===== src/rtl/tdc_pkg.sv =====
package tdc_pkg;

  typedef struct packed {
    logic clear;
    logic count;
    logic capture;
    logic fail;
  } tdcStrobes_t;

  typedef enum logic {
    ST_IDLE = 1'b0,
    ST_MEAS = 1'b1
  } tdcState_t;

endpackage


===== src/rtl/tdc_control.sv =====
module tdc_control
  import tdc_pkg::*;
(
  input  logic        clk,
  input  logic        rst,
  input  logic        measStart,
  input  logic        brsActive,
  input  logic        txLine,
  input  logic        dataPhaseStart,
  input  logic        stopOk,
  output tdcStrobes_t strobes
);

  tdcState_t state;
  tdcState_t nextState;
  logic      startOk;

  assign startOk = measStart && brsActive && !txLine;

  always_comb begin
    strobes   = '0;
    nextState = state;
    case (state)
      ST_IDLE: begin
        if (startOk) begin
          strobes.clear = 1'b1;
          nextState     = ST_MEAS;
        end
      end
      ST_MEAS: begin
        if (stopOk) begin
          strobes.capture = 1'b1;
          nextState       = ST_IDLE;
        end else if (dataPhaseStart) begin
          strobes.fail = 1'b1;
          nextState    = ST_IDLE;
        end else begin
          strobes.count = 1'b1;
        end
      end
      default: nextState = ST_IDLE;
    endcase
  end

  always_ff @(posedge clk) begin
    if (rst) state <= ST_IDLE;
    else     state <= nextState;
  end


  strobe_onehot_chk: assert property (@(posedge clk) disable iff (rst)
    $onehot0({strobes.clear, strobes.count, strobes.capture, strobes.fail}));


  ignored_start_chk: assert property (@(posedge clk) disable iff (rst)
    (state == ST_IDLE && !(measStart && brsActive && !txLine)) |=> state == ST_IDLE);


  no_restart_chk: assert property (@(posedge clk) disable iff (rst)
    (state == ST_MEAS && !stopOk && !dataPhaseStart) |=> state == ST_MEAS);


  deadline_end_chk: assert property (@(posedge clk) disable iff (rst)
    (state == ST_MEAS && dataPhaseStart) |=> state == ST_IDLE);

endmodule


===== src/rtl/tdc_datapath.sv =====
module tdc_datapath
  import tdc_pkg::*;
#(
  parameter int CNT_W = 7,
  parameter int SSP_W = 8,
  parameter int OFS_W = 8
) (
  input  logic             clk,
  input  logic             rst,
  input  tdcStrobes_t      strobes,
  input  logic             rxLine,
  input  logic             filterEn,
  input  logic [OFS_W-1:0] offsetVal,
  input  logic [SSP_W-1:0] filterMin,
  output logic             stopOk,
  output logic [CNT_W-1:0] delayOut,
  output logic [SSP_W-1:0] sspPos,
  output logic             sspValid
);

  localparam int BASE_W = (CNT_W > OFS_W) ? CNT_W : OFS_W;
  localparam int SUM_W  = BASE_W + 1;
  localparam int SW     = (SUM_W > SSP_W) ? SUM_W : SSP_W;
  localparam logic [CNT_W-1:0] CNT_MAX = {CNT_W{1'b1}};

  logic [CNT_W-1:0] cnt;
  logic [CNT_W-1:0] cntNext;
  logic [SW-1:0]    sumFull;
  logic [SSP_W-1:0] sumSat;
  logic             windowOk;

  assign cntNext = (cnt == CNT_MAX) ? cnt : cnt + 1'b1;
  assign sumFull = SW'(cnt) + SW'(offsetVal);

  generate
    if (SUM_W > SSP_W) begin : g_sat
      localparam logic [SW-1:0] SSP_MAX_W = SW'({SSP_W{1'b1}});
      assign sumSat = (sumFull > SSP_MAX_W) ? {SSP_W{1'b1}} : sumFull[SSP_W-1:0];
    end else begin : g_nosat
      assign sumSat = sumFull[SSP_W-1:0];
    end
  endgenerate

  assign windowOk = !filterEn || (sumSat >= filterMin);
  assign stopOk   = !rxLine && windowOk;

  always_ff @(posedge clk) begin
    if (rst) begin
      cnt      <= '0;
      delayOut <= '0;
      sspPos   <= '0;
      sspValid <= 1'b0;
    end else begin
      if (strobes.clear) begin
        cnt      <= '0;
        delayOut <= '0;
        sspPos   <= '0;
        sspValid <= 1'b0;
      end
      if (strobes.count) cnt <= cntNext;
      if (strobes.capture) begin
        delayOut <= cnt;
        sspPos   <= sumSat;
        sspValid <= 1'b1;
      end
      if (strobes.fail) begin
        delayOut <= cnt;
        sspPos   <= sumSat;
        sspValid <= 1'b0;
      end
    end
  end


  cnt_sat_chk: assert property (@(posedge clk) disable iff (rst)
    (strobes.count && cnt == CNT_MAX) |=> cnt == CNT_MAX);


  cnt_step_chk: assert property (@(posedge clk) disable iff (rst)
    (strobes.count && cnt != CNT_MAX) |=> cnt == $past(cnt) + 1'b1);


  window_min_chk: assert property (@(posedge clk) disable iff (rst)
    (strobes.capture && filterEn) |=> sspPos >= $past(filterMin));


  capture_rx_chk: assert property (@(posedge clk) disable iff (rst)
    $rose(sspValid) |-> $past(!rxLine));


  clear_out_chk: assert property (@(posedge clk) disable iff (rst)
    strobes.clear |=> (!sspValid && delayOut == '0 && sspPos == '0));


  hold_chk: assert property (@(posedge clk) disable iff (rst)
    (!strobes.clear && !strobes.capture && !strobes.fail)
      |=> ($stable(delayOut) && $stable(sspPos) && $stable(sspValid)));

endmodule


===== src/rtl/tdc_unit.sv =====
module tdc_unit
  import tdc_pkg::*;
#(
  parameter int CNT_W = 7,
  parameter int SSP_W = 8,
  parameter int OFS_W = 8
) (
  input  logic             clk,
  input  logic             rst,
  input  logic             txLine,
  input  logic             rxLine,
  input  logic             measStart,
  input  logic             brsActive,
  input  logic             dataPhaseStart,
  input  logic [OFS_W-1:0] offsetVal,
  input  logic [SSP_W-1:0] filterMin,
  input  logic             filterEn,
  output logic [CNT_W-1:0] delayOut,
  output logic [SSP_W-1:0] sspPos,
  output logic             sspValid
);

  tdcStrobes_t strobes;
  logic        stopOk;

  tdc_control u_ctrl (
    .clk            (clk),
    .rst            (rst),
    .measStart      (measStart),
    .brsActive      (brsActive),
    .txLine         (txLine),
    .dataPhaseStart (dataPhaseStart),
    .stopOk         (stopOk),
    .strobes        (strobes)
  );

  tdc_datapath #(
    .CNT_W (CNT_W),
    .SSP_W (SSP_W),
    .OFS_W (OFS_W)
  ) u_dp (
    .clk       (clk),
    .rst       (rst),
    .strobes   (strobes),
    .rxLine    (rxLine),
    .filterEn  (filterEn),
    .offsetVal (offsetVal),
    .filterMin (filterMin),
    .stopOk    (stopOk),
    .delayOut  (delayOut),
    .sspPos    (sspPos),
    .sspValid  (sspValid)
  );

endmodule


===== config.mk =====
export PLATFORM = sky130hd
export DESIGN_NAME = tdc_unit
export DESIGN_NICKNAME = d
export VERILOG_FILES = /design/src/rtl/tdc_pkg.sv /design/src/rtl/tdc_control.sv /design/src/rtl/tdc_datapath.sv /design/src/rtl/tdc_unit.sv
export SDC_FILE = /design/constraint.sdc
export NUM_CORES = 1
export LEC_CHECK = 0
export ABC_AREA = 0
export BUFFER_PORTS_ARGS = -buffer_cell sky130_fd_sc_hd__buf_2
export CAP_MARGIN = 40
export CELL_PAD_IN_SITES_DETAIL_PLACEMENT = 0
export CELL_PAD_IN_SITES_GLOBAL_PLACEMENT = 2
export CORE_MARGIN = 3
export CORE_UTILIZATION = 28
export CTS_BUF_LIST = sky130_fd_sc_hd__clkbuf_4
export CTS_CLUSTER_DIAMETER = 100
export CTS_CLUSTER_SIZE = 20
export DETAILED_ROUTE_END_ITERATION = 6
export PLACE_DENSITY_LB_ADDON = 0.1
export SLEW_MARGIN = 20
export SYNTH_ARGS = -nofsm -noshare
export SYNTH_HDL_FRONTEND = slang
export SYNTH_SLANG_ARGS = --single-unit

===== constraint.sdc =====
create_clock -name clk -period 3.8 [get_ports clk]
set_input_delay 0.57 -clock clk [delete_from_list [all_inputs] [get_ports clk]]
set_output_delay 0.57 -clock clk [all_outputs]
set_load 0.005 [all_outputs]

**Word level (Yosys, flattened, before mapping)**

Index checks and enable logic that the tools add are counted.

- Bits in writable memories: 0
- Bits in read-only memories: 0
- Memories: 0
- Output and inout port bits: 16
- Bits of input ports: 24
- Word-level logic and storage cells: 44
- Flip-flop bits (word level): 24
- Bits in latches: 0

- Bitwise operators: 1
- Order comparisons: 2
- Reduce and logical (&&, ||, !) cells: 12
- $mul: 0
- Shift operators: 0
- $add $sub $neg: 2
- Mux-type cells: 20
- Equality and inequality tests: 2
- Divide/modulo/power cells: 0

Operators with widths:

| operator | count |
|---|---|
| $mux W7 | 5 |
| $mux W8 | 4 |
| $add A7 B8 Y9 | 1 |
| $gt A9 B8 Y1 const B | 1 |
| $mux W1 | 9 |
| $ge A8 B8 Y1 | 1 |
| $add A7 B1 Y7 const B | 1 |
| $eq A7 B7 Y1 const B | 1 |
| $reduce_bool A2 Y1 | 2 |
| $logic_and A1 B1 Y1 | 3 |
| $logic_not A1 Y1 | 3 |
| $mux W3 | 1 |
| $reduce_bool A3 Y1 | 1 |
| $ne A2 B2 Y1 const B | 1 |
| $pmux W1 S2 | 1 |
| $reduce_and A2 Y1 | 1 |
| $reduce_or A2 Y1 | 1 |
| $logic_or A1 B1 Y1 | 1 |
| $not A1 Y1 | 1 |

**Logic depth before layout (Yosys ltp)**

Gate-level depths: netlist (run 1).

- Depth in word-level cells: 10
- Mapped depth: 15
- Mapped depth without buffers: 13

**Cells and area by module**

A second synthesis (run 1) with hierarchy kept.

- Cells, all modules: 174
- Area, all modules: 1492.7 sq um

By module, submodules not included:

| module | instances | area an instance (sq um) | cells each | seq. area each (sq um) |
|---|---|---|---|---|
| tdc_datapath | 1 | 1416.4 | 168 | 460.4 |
| tdc_control | 1 | 76.3 | 6 | 20.0 |

**Worst setup path after synthesis (run 1)**

No wires, ideal clock.

- Path kind: input to register
- Start: input offsetVal[0]
- End: register u_dp.cnt[2]
- Cell stages on the path: 14
- Path buffers: 1
- Arrival: 3.917 ns
- Setup slack: -0.187 ns
- Library setup time: 0.070 ns
- Cells stage by stage: ha_1 > fa_1 > a211oi_1 > nor2_1 > o221a_2 > or2_2 > ha_1 > and4_1 > a2111oi_2 > o31a_1 > o211ai_2 > buf_6 > or4_1 > a21oi_1

- Cells in the longest elaborated chain, start to end: 10
- Elaborated cells on any way between the ends: 12
- Classes of those cells: 1 x add/sub; 2 x order compare; 1 x eq/ne; 4 x mux; 4 x reduce/logical

Ends and longest elaborated chain:

| what | RTL line | source |
|---|---|---|
| start, declared | tdc_unit.sv:15 | `input logic [OFS_W-1:0] offsetVal,` |
| $add A7 B8 Y9 (*) | tdc_datapath.sv:33 | `assign sumFull = SW'(cnt) + SW'(offsetVal);` |
| $gt A9 B8 Y1 | tdc_datapath.sv:38 | `assign sumSat = (sumFull > SSP_MAX_W) ? {SSP_W{1'b1}} : sumFull[SSP_W-1:0];` |
| $mux W8 (*) | tdc_datapath.sv:38 |  |
| $ge A8 B8 Y1 (*) | tdc_datapath.sv:44 | `assign windowOk = !filterEn \|\| (sumSat >= filterMin);` |
| $logic_or A1 B1 Y1 (*) | tdc_datapath.sv:44 |  |
| $logic_and A1 B1 Y1 (*) | tdc_datapath.sv:45 | `assign stopOk = !rxLine && windowOk;` |
| $mux W1 (*) | tdc_control.sv:31 | `if (stopOk) begin` |
| $mux W3 (*) | tdc_control.sv:23 | `case (state)` |
| $ne A2 B2 Y1 (no source line) or $reduce_bool A2 Y1 (tied branches) | n/a |  |
| $reduce_and A2 Y1 (no source line) | n/a |  |
| end signal, assigned | tdc_datapath.sv:60 | `if (strobes.count) cnt <= cntNext;` |
| end, declared | tdc_datapath.sv:26 | `logic [CNT_W-1:0] cnt;` |

Mark *: on every way between the ends. The rest lies on a longest branch, timed or not.
A chain may end at the register's enable or synchronous reset.

**Final worst setup path (run 1)**

- Start: register u_dp.cnt[0]
- End: register u_dp.cnt[5]

- Cells in the longest elaborated chain, start to end: 10
- Elaborated cells on any way between the ends: 15
- Classes of those cells: 2 x add/sub; 2 x order compare; 2 x eq/ne; 5 x mux; 4 x reduce/logical

Ends and longest elaborated chain:

| what | RTL line |
|---|---|
| $add A7 B8 Y9 | tdc_datapath.sv:33 |
| $gt A9 B8 Y1 | tdc_datapath.sv:38 |
| $mux W8 | tdc_datapath.sv:38 |
| $ge A8 B8 Y1 | tdc_datapath.sv:44 |
| $logic_or A1 B1 Y1 | tdc_datapath.sv:44 |
| $logic_and A1 B1 Y1 | tdc_datapath.sv:45 |
| $mux W1 | tdc_control.sv:31 |
| $mux W3 | tdc_control.sv:23 |
| $ne A2 B2 Y1 (no source line) or $reduce_bool A2 Y1 (tied branches) | n/a |
| $reduce_and A2 Y1 (no source line) | n/a |

Several ways; a longest one is shown, not always the timed one. The select of a mux whose other input is x is not followed.

==> results of run 1 <==
==> worst reg2reg max path: stages, from the launching register on <==
cell and delay [ns]:
dfxtp_2 0.37, ha_4 0.17, fa_2 0.39, a211oi_4 0.28, o21bai_1 0.10, a21oi_2 0.16, mux2i_2 0.27, ha_1 0.30
a21o_1 0.20, a2111oi_4 0.30, o31a_1 0.27, o211ai_4 0.15, or4b_4 0.51, a21oi_2 0.14
==> repair_timing <==
action                     4_1_cts  5_1_grt
setup endpoints to repair       10       18
gates resized for setup          5       17
buffers inserted                 1        4
pin swaps                        2       13
hold endpoints to repair         0        0
==> cells in the mapped netlist (all sizes together) (2+ instances only) <==
cell      n
inv      10
nor3      2
nor2     11
o21ai     3
a21oi    27
nand2    20
o32ai     2
ha       16
clkbuf    4
a211oi    2
xnor2     2
or4       2
a2111oi   2
dfxtp    24
xor2      2
nand3    15
o31ai     2
and2      2
and3      4
o21bai    3
or2       2
o21a      2
buf       5
nand2b    5
a21o      3
nand3b    3
==> registers in the layout (all words and copies together), names as in the netlist <==
name           flops
u_dp.cnt           7
u_dp.sspValid      1
u_dp.delayOut      7
u_ctrl.state       1
u_dp.sspPos        8
==> cells by family after synthesis <==
| logic type | share of synthesized area (%) |
|---|---|
| AND/OR/NAND/NOR | 24.9 |
| AO/OA/AOI/OAI | 22.6 |
| flip-flops | 30.4 |
| buffers and inverters | 5.38 |
| adder cells (fa/ha/maj) | 13.9 |
| XOR/XNOR | 2.22 |
| multiplexers | 0.633 |
==> power by group through the flow <==
| stage | sequential, W | combinational (W) | clock [W] |
|---|---|---|---|
| detailed placement | 0.000261 | 0.0000902 | 0 |
| global route | 0.000256 | 0.000123 | 0.000204 |
| CTS | 0.000256 | 0.0000968 | 0.000194 |
| floorplan | 0.000261 | 0.0000453 | 0 |
| global placement | 0.000261 | 0.0000854 | 0 |
| finish | 0.000256 | 0.000112 | 0.000187 |
==> through the flow <==
stage	utilization [%]	total power (W)
6_report	43.8	0.000555
5_1_grt	43.8	0.000583
4_1_cts	41.2	0.000546
3_5_place_dp	39.6	0.000351
3_3_place_gp	39.3	0.000346
2_1_floorplan	-	0.000306
==> final cells by class <==
class | instances | share of cell area [%]
tap | 70 | 3.79
inverter | 10 | 1.63
clock buffer | 3 | 0.976
multi-input combinational | 151 | 50.1
sequential | 24 | 20.9
clock inverter | 1 | 1.30
timing repair buffer | 78 | 21.3
==> final timing paths <==
kind	endpoint	slack (ns)	cells past startpoint
max	u_dp.cnt[5]	0.12	13
min	u_dp.sspValid	0.47	2
max reg2reg	u_dp.cnt[5]	0.12	13
min reg2reg	u_dp.sspValid	0.47	2
==> per-layer routing <==
layer	global-route usage (%)	routed length (µm)
met1	19.2	2240
met2	28.1	2470
met3	2.88	167
met4	2.53	29
met5	0	0
==> run summary, run 1 <==
Status -> completed
Via density per instance -> 4.96
Initial antenna violation count -> 0
Worst setup startpoint -> u_dp.cnt[0]
CTS H-Tree Depth -> 1
Gate Count Post-Synth -> 194
Die Height -> 81.1 µm
Core Region -> 0.00527 mm²
Ports -> 40
Cell area after synthesis -> 0.00158 mm²
Sink Count -> 24
Clk buf depth -> 2
Crit Path Class -> reg -> reg
Worst slew pin tran -> 0.520 ns
Combinational cell fraction of total power -> 20.2%
Peak fanout along the critical path -> 8
Internal -> 0.000418 W
Final WL -> 4910 µm
DR WL/cell -> 14.6 µm
Clock-pin slew on the worst setup and hold paths -> 0.15 ns
Final WS setup -> 0.121 ns
HP Start -> u_dp.sspValid
Buf+Inv Stages, Crit Path -> 0
Post-synth cell types -> 50
Setup Viol. Count Final -> 0
Congestion Overflow GR -> 0
CP max stage cell -> or4b_4
Peak Freq -> 0.272 GHz
Crit path arrival time -> 3.94 ns
Num CTS Buffers -> 3
Starting DRT DRC Count -> 61
Maximum vdd ir drop -> 0.127 mV
CTS tree -> done
First drt pass iteration count -> 4
Fin Hold WS -> 0.474 ns
Post-Syn Area per Cell -> 8.15 µm²
Synthesis-to-layout area growth -> 46.1%
Share of the synthesized area in the top cell type -> 30.4%
Clock skew -> 0.0199 ns
First-pass GRT wire length -> 8030 µm
Post-synthesis sequential area ratio -> 30.4%
Final instance area -> 0.00231 mm²
Slew headroom -> 65.2%
ANT cells -> 0
RSZ-0062 raised after global routing -> yes
Via count -> 1672
Most common cell after layout, fill and taps aside -> buf_2
Leak -> 1.05 nW
Final hold vios -> 0
Antenna Nets Post-Route -> 0
Async set or reset register ratio after synthesis -> 0%
Root buffer cell -> clkbuf_4
CP most frequent cell -> a21oi_2
Fin crit share -> 96.8%
Die width -> 81.1 µm
Synth top area cells -> dfxtp_1, ha_1, a21oi_1, nand2_1, nand3_1
Slew Viols, Final -> 0
Die ar. -> 0.00658 mm²
Dpl cells -> 328
Final Non-Filler Cells -> 337
DP Area -> 0.00208 mm²
Most frequent cells in the layout -> buf_2, buf_4, a21oi_1, dfxtp_1, nand2_1
Layout cell share with drive strength beyond 1 -> 38.6%
Critical Path RT -> 4.06 ns
Number of synthesized flops with an enable pin -> 0
Pwr dens -> 240 mW/mm²
Startpoint Class -> flip-flop
Max incr delay on CP -> 0.51 ns
GPL Wtd Cong -> 0.794
Largest net degree at the start of global routing -> 26
Post-placement setup slack -> -0.425 ns
Sequential fraction of design power -> 46.1%
Synth Register Bits -> 24
Row cnt -> 26
Residual DRC -> 0
NumNets Final -> 309
Min Tclk post-route -> 3.68 ns
Hold crit path type -> reg -> reg
Clock power share -> 33.8%
Initial core utilization -> 30.0%
Vias in the first global route -> 1705
Max cap viols -> 0
Setup TNS -> 0 ns
Critical R2R Launch -> u_dp.cnt[0]
Crit. End Element -> flip-flop
Syn_nets -> 235
Cell taking the most area after synthesis -> dfxtp_1
Cell-by-cell trace of the critical path -> ha_4 > fa_2 > a211oi_4 > o21bai_1 > a21oi_2 > mux2i_2 > ha_1 > a21o_1 > a2111oi_4 > o31a_1 > o211ai_4 > or4b_4 > a21oi_2
Post-DP HPWL -> 3960 µm
Port Buf Inserts -> 39
Clock latency on the worst-skew pair -> 0.33 ns
Yosys warnings -> 0
P_sw -> 0.000137 W
Multi-input logic area -> 0.00116 mm²
Filler cell count -> 558
# hold bufs at CTS -> 0
All-Layer GR Usage -> 15.5%
Sw Ratio -> 24.7%
Delay-heaviest family, CP -> compound AO/OA/AOI/OAI gates
Most used DFF post-synth -> dfxtp_1
Reg area -> 483 µm²
(Power assumes the default switching activity.)
==> run 2, diff against run 1 <==
--- a/config.mk
+++ b/config.mk
@@ -17,6 +17,7 @@
 export CTS_CLUSTER_SIZE = 20
 export DETAILED_ROUTE_END_ITERATION = 6
 export PLACE_DENSITY_LB_ADDON = 0.1
+export SETUP_SLACK_MARGIN = 0.4
 export SLEW_MARGIN = 20
 export SYNTH_ARGS = -nofsm -noshare
 export SYNTH_HDL_FRONTEND = slang
==> run summary, run 2 (same netlist as run 1, synthesis figures left out) <==
Status -> completed (unchanged)
All-Layer GR Usage -> 14.6% (was 15.5%)
Vias in the first global route -> 1648 (was 1705)
ANT cells -> 0 (unchanged)
Top flop regs -> u_dp.sspPos x8, u_dp.cnt x7, u_dp.delayOut x7 (unchanged)
Num CTS Buffers -> 3 (unchanged)
Residual DRC -> 0 (unchanged)
Startpoint Class -> flip-flop (unchanged)
Die ar. -> 0.00658 mm² (unchanged)
Final hold vios -> 0 (unchanged)
Fin crit share -> 94.8% (was 96.8%)
Antenna Nets Post-Route -> 0 (unchanged)
Most flops, register -> u_dp.sspPos (unchanged)
Pwr dens -> 200 mW/mm² (was 240 mW/mm²)
First drt pass iteration count -> 4 (unchanged)
Congestion Overflow GR -> 0 (unchanged)
Min Tclk post-route -> 3.60 ns (was 3.68 ns)
Crit. End Element -> flip-flop (unchanged)
Leak -> 1.07 nW (was 1.05 nW)
Fin Hold WS -> 0.464 ns (was 0.474 ns)
Maximum vdd ir drop -> 0.115 mV (was 0.127 mV)
Die width -> 81.1 µm (unchanged)
Core Region -> 0.00527 mm² (unchanged)
Clock-pin slew on the worst setup and hold paths -> 0.13 ns (was 0.15 ns)
# hold bufs at CTS -> 0 (unchanged)
Setup Viol. Count Final -> 0 (unchanged)
Peak fanout along the critical path -> 6 (was 8)
Most frequent cells in the layout -> buf_2, buf_4, dfxtp_1, a21oi_1, nand2_1 (was buf_2, buf_4, a21oi_1, dfxtp_1, nand2_1)
NumNets Final -> 312 (was 309)
Starting DRT DRC Count -> 55 (was 61)
Row cnt -> 26 (unchanged)
Post-DP HPWL -> 3710 µm (was 3960 µm)
Crit Path Class -> reg -> reg (unchanged)
Layout cell share with drive strength beyond 1 -> 46.1% (was 38.6%)
Ports -> 40 (unchanged)
Hold crit path type -> reg -> reg (unchanged)
HP Start -> u_dp.delayOut[6] (was u_dp.sspValid)
Slew Viols, Final -> 0 (unchanged)
Slew headroom -> 57.5% (was 65.2%)
Critical Path RT -> 4.05 ns (was 4.06 ns)
Sink Count -> 24 (unchanged)
Port Buf Inserts -> 39 (unchanged)
Synthesis-to-layout area growth -> 54.0% (was 46.1%)
Via density per instance -> 4.96 (about the same)
Dpl cells -> 324 (was 328)
Largest net degree at the start of global routing -> 26 (unchanged)
Max cap viols -> 0 (unchanged)
Clock latency on the worst-skew pair -> 0.31 ns (was 0.33 ns)
Initial antenna violation count -> 0 (unchanged)
Final WL -> 4730 µm (was 4910 µm)
Initial core utilization -> 30.0% (unchanged)
GPL Wtd Cong -> 0.779 (was 0.794)
Crit path arrival time -> 3.85 ns (was 3.94 ns)
Most common cell after layout, fill and taps aside -> buf_2 (unchanged)
Critical R2R Launch -> u_dp.cnt[0] (unchanged)
CTS tree -> done (unchanged)
Clk buf depth -> 2 (unchanged)
Worst slew pin tran -> 0.632 ns (was 0.520 ns)
Max FFs per register -> 8 (unchanged)
Final WS setup -> 0.196 ns (was 0.121 ns)
Final Non-Filler Cells -> 339 (was 337)
Total Power -> 0.000487 W (was 0.000555 W)
Root buffer cell -> clkbuf_4 (unchanged)
Clock skew -> 0.00572 ns (was 0.0199 ns)
Worst setup startpoint -> u_dp.cnt[0] (unchanged)
Die Height -> 81.1 µm (unchanged)
DR WL/cell -> 13.9 µm (was 14.6 µm)
First-pass GRT wire length -> 7550 µm (was 8030 µm)
Peak Freq -> 0.277 GHz (was 0.272 GHz)
CTS H-Tree Depth -> 1 (unchanged)
Post-placement setup slack -> -0.346 ns (was -0.425 ns)
Via count -> 1683 (was 1672)
RSZ-0062 raised after global routing -> yes (unchanged)
## run 2: cell types whose count changed in the layout (fill, tap and decap cells not counted), sizes merged
cell,change
buf,+2
bufinv,-1
clkbuf,+1
## run 2: what timing repair did
action	CTS	global route
gates cloned	0	2
endpoints found under the setup margin	23	23
gates resized for setup	14	25
pin swaps	14	10
buffers inserted	8	2
## run 2: layer usage
metal | vias to the layer above | global-route usage [%] | share of wire [%]
li1 | 865 | - | -
met1 | 772 | 18.4 | 46
met2 | 35 | 26.5 | 49
met3 | 11 | 2.66 | 3.9
met4 | 0 | 1.52 | 0.47
met5 | - | 0 | 0
## run 2: final cells by class
class,instances,area (µm²)
Clock buffer,3,22.5
Multi-Input combinational cell,151,1240
Fill cell,544,2840
Sequential cell,24,484
Timing Repair Buffer,81,566
Inverter,10,37.5
Tap cell,70,87.6
## run 2: through the flow
stage               util [%]  TNS [ns]  area, µm²
finish                  46.2         0       2430
global route            46.2  -0.00506       2430
CTS                     43.2         0       2280
detailed placement      40.5     -3.81       2140
global placement        40.3     -2.13       2120
floorplan                  -         0       1670
## run 2: worst max-delay path: stages, from the launching register on
cell	delay, ns
dfxtp_4	0.38
ha_4	0.16
fa_2	0.34
a211oi_2	0.27
o21bai_1	0.13
a21oi_2	0.19
mux2i_2	0.25
ha_1	0.28
a21o_1	0.21
a2111oi_4	0.31
o31a_1	0.27
o211ai_4	0.13
or4b_1	0.49
a21oi_1	0.13
## run 2: path summary, 6_finish.rpt
kind                                         end  slack (ns)  cells past startpoint
worst max-delay path                 u_dp.cnt[5]        0.20                     13
worst max register to register       u_dp.cnt[5]        0.20                     13
worst min-delay path            u_dp.delayOut[6]        0.46                      2
worst min register to register  u_dp.delayOut[6]        0.46                      2
## run 2: report_power, final
group	internal [W]	leakage (nW)	total [W]	switching [W]
Clock	0.0000370	0.0138	0.000111	0.0000735
Sequential	0.000253	0.194	0.000255	0.00000180
Combinational	0.0000623	0.861	0.000121	0.0000587
Total	0.000353	1.07	0.000487	0.000134
==> run 3, diff against run 2 <==
--- a/config.mk
+++ b/config.mk
@@ -10,13 +10,14 @@
 export CAP_MARGIN = 40
 export CELL_PAD_IN_SITES_DETAIL_PLACEMENT = 0
 export CELL_PAD_IN_SITES_GLOBAL_PLACEMENT = 2
+export CORE_ASPECT_RATIO = 2
 export CORE_MARGIN = 3
 export CORE_UTILIZATION = 28
 export CTS_BUF_LIST = sky130_fd_sc_hd__clkbuf_4
 export CTS_CLUSTER_DIAMETER = 100
 export CTS_CLUSTER_SIZE = 20
 export DETAILED_ROUTE_END_ITERATION = 6
-export PLACE_DENSITY_LB_ADDON = 0.1
+export PLACE_DENSITY = 0.84
 export SETUP_SLACK_MARGIN = 0.4
 export SLEW_MARGIN = 20
 export SYNTH_ARGS = -nofsm -noshare
==> run summary, run 3 (same netlist as run 1, synthesis figures left out) <==
Ports -> 40 (unchanged)
RSZ-0062 raised after global routing -> yes (unchanged)
Final hold vios -> 0 (unchanged)
Clk buf depth -> 2 (unchanged)
Num CTS Buffers -> 3 (unchanged)
Core Region -> 0.00547 mm² (was 0.00527 mm²)
Status -> completed (unchanged)
Congestion Overflow GR -> 0 (unchanged)
Slew headroom -> 59.1% (was 57.5%)
NumNets Final -> 311 (was 312)
Fin crit share -> 96.0% (was 94.8%)
DR WL/cell -> 14.0 µm (was 13.9 µm)
First-pass GRT wire length -> 7660 µm (was 7550 µm)
Leak -> 1.06 nW (was 1.07 nW)
HP Start -> u_dp.delayOut[4] (was u_dp.delayOut[6])
Reg area -> 487 µm² (was 484 µm²)
Crit Path Class -> reg -> reg (unchanged)
Max cap viols -> 0 (unchanged)
CTS tree -> done (unchanged)
Final Util -> 43.0% (was 46.2%)
Final WL -> 4600 µm (was 4730 µm)
Post-DP HPWL -> 3800 µm (was 3710 µm)
GPL Wtd Cong -> 0.880 (was 0.779)
Min Tclk post-route -> 3.65 ns (was 3.60 ns)
Clock-pin slew on the worst setup and hold paths -> 0.13 ns (about the same)
Synthesis-to-layout area growth -> 48.8% (was 54.0%)
Worst Hold Path EP -> u_dp.delayOut[4] (was u_dp.delayOut[6])
All-Layer GR Usage -> 14.9% (was 14.6%)
Max FFs per register -> 8 (unchanged)
Crit path arrival time -> 3.91 ns (was 3.85 ns)
Filler cell count -> 544 (unchanged)
Critical R2R Launch -> u_dp.cnt[1] (was u_dp.cnt[0])
Startpoint Class -> flip-flop (unchanged)
Pwr dens -> 205 mW/mm² (was 200 mW/mm²)
DP Area -> 0.00212 mm² (was 0.00214 mm²)
Critical Path RT -> 4.06 ns (was 4.05 ns)
Most common cell after layout, fill and taps aside -> buf_2 (unchanged)
Layout cell share with drive strength beyond 1 -> 44.2% (was 46.1%)
Antenna Nets Post-Route -> 0 (unchanged)
Port Buf Inserts -> 39 (unchanged)
Die ar. -> 0.00664 mm² (was 0.00658 mm²)
Peak Freq -> 0.274 GHz (was 0.277 GHz)
Final instance area -> 0.00235 mm² (was 0.00243 mm²)
ANT cells -> 0 (unchanged)
Via density per instance -> 5.06 (was 4.96)
First drt pass iteration count -> 4 (unchanged)
Worst reg2reg path depth -> 15 (was 13)
Top flop regs -> u_dp.sspPos x8, u_dp.cnt x7, u_dp.delayOut x7 (unchanged)
Maximum vdd ir drop -> 0.196 mV (was 0.115 mV)
Reg-to-reg setup timing slack -> 0.15 ns (was 0.20 ns)
Most frequent cells in the layout -> buf_2, buf_4, a21oi_1, dfxtp_1, nand3_1 (was buf_2, buf_4, dfxtp_1, a21oi_1, nand2_1)
Worst Hold Depth -> 2 (unchanged)
Multi-input logic area -> 0.00118 mm² (was 0.00124 mm²)
Starting DRT DRC Count -> 20 (was 55)
Hold crit path type -> reg -> reg (unchanged)
Setup Viol. Count Final -> 0 (unchanged)
Crit. End Element -> flip-flop (unchanged)
Most flops, register -> u_dp.sspPos (unchanged)
Row cnt -> 38 (was 26)
Peak fanout along the critical path -> 5 (was 6)
CTS H-Tree Depth -> 1 (unchanged)
Initial antenna violation count -> 0 (unchanged)
Initial core utilization -> 28.9% (was 30.0%)
Die width -> 59.1 µm (was 81.1 µm)
Worst slew pin tran -> 0.608 ns (was 0.632 ns)
Sink Count -> 24 (unchanged)
Slew Viols, Final -> 0 (unchanged)
Root buffer cell -> clkbuf_4 (unchanged)
# hold bufs at CTS -> 0 (unchanged)
Clock skew -> 0.00660 ns (was 0.00572 ns)
Via count -> 1666 (was 1683)
Vias in the first global route -> 1719 (was 1648)
Die Height -> 112 µm (was 81.1 µm)
Residual DRC -> 0 (unchanged)
Largest net degree at the start of global routing -> 26 (unchanged)
Clock latency on the worst-skew pair -> 0.31 ns (about the same)
Reg2reg end -> u_dp.cnt[6] (was u_dp.cnt[5])
-- run 3: cell types whose count changed in the layout (fill, tap and decap cells not counted), moves of 7 or more --
cell,delta
nand2_2,+7
nand2_1,-7
nand3_1,+7
nand3_2,-7
-- run 3: what timing repair did --
action	in CTS	in global routing
setup endpoints to repair	23	24
resized for setup	26	8
buffers inserted	7	3
pin swaps	19	10
gates cloned	1	0
-- run 3: critical path, stage by stage, from the launching register on --
cell	delay (ns)
dfxtp_4	0.38
buf_4	0.14
ha_1	0.26
a21o_1	0.18
a221oi_2	0.31
nand2b_1	0.11
xor2_1	0.18
or2_4	0.27
ha_4	0.15
a21o_1	0.19
a2111oi_4	0.39
o31a_1	0.24
o211ai_2	0.16
buf_6	0.17
or3b_4	0.36
a21oi_2	0.11
-- run 3: worst max-delay path by stage --
stage | startpoint | endpoint | slack [ns] | depth (start not counted)
6_report | u_dp.cnt[1] | u_dp.cnt[6] | 0.15 | 15
5_1_grt | u_dp.cnt[0] | u_dp.cnt[6] | -0.06 | 14
4_1_cts | u_dp.cnt[0] | u_dp.cnt[6] | 0.21 | 14
3_5_place_dp | offsetVal[0] | u_dp.cnt[6] | -0.28 | 15
3_3_place_gp | offsetVal[0] | u_dp.cnt[6] | -0.22 | 15
2_1_floorplan | offsetVal[0] | u_dp.cnt[2] | 0.11 | 14
-- run 3: power breakdown --
part           total [W]  internal, W  switching, W  leakage [nW]
Combinational   0.000112    0.0000564     0.0000556         0.854
Sequential      0.000255     0.000253    0.00000159         0.195
Clock           0.000115    0.0000384     0.0000771        0.0154
-- run 3: layout make-up --
cell class	instances	area share [%]
Multi-Input combinational cell	151	50.3
Timing Repair Buffer	80	23.0
Sequential cell	24	20.7
Tap cell	60	3.19
Inverter	10	1.60
Clock buffer	3	0.958
Clock inverter	1	0.160
-- run 3: metal layers --
metal	track usage [%]	vias to the layer above	wire (µm)
met4	6.96	0	154
met2	28.4	31	2610
li1	-	855	-
met1	15.6	770	1700
met5	0	-	0
met3	0.575	10	130
-- run 3: metrics by stage --
step,hold WS [ns],power [W],std cells,TNS [ns],setup slack [ns]
after floorplan,0.460,0.000316,194,0,0.109
after global placement,0.455,0.000358,313,-1.37,-0.221
after detailed placement,0.456,0.000361,314,-2.72,-0.284
after CTS,0.473,0.000485,326,0,0.208
after global routing,0.497,0.000508,329,-0.116,-0.0590
final,0.470,0.000482,329,0,0.153
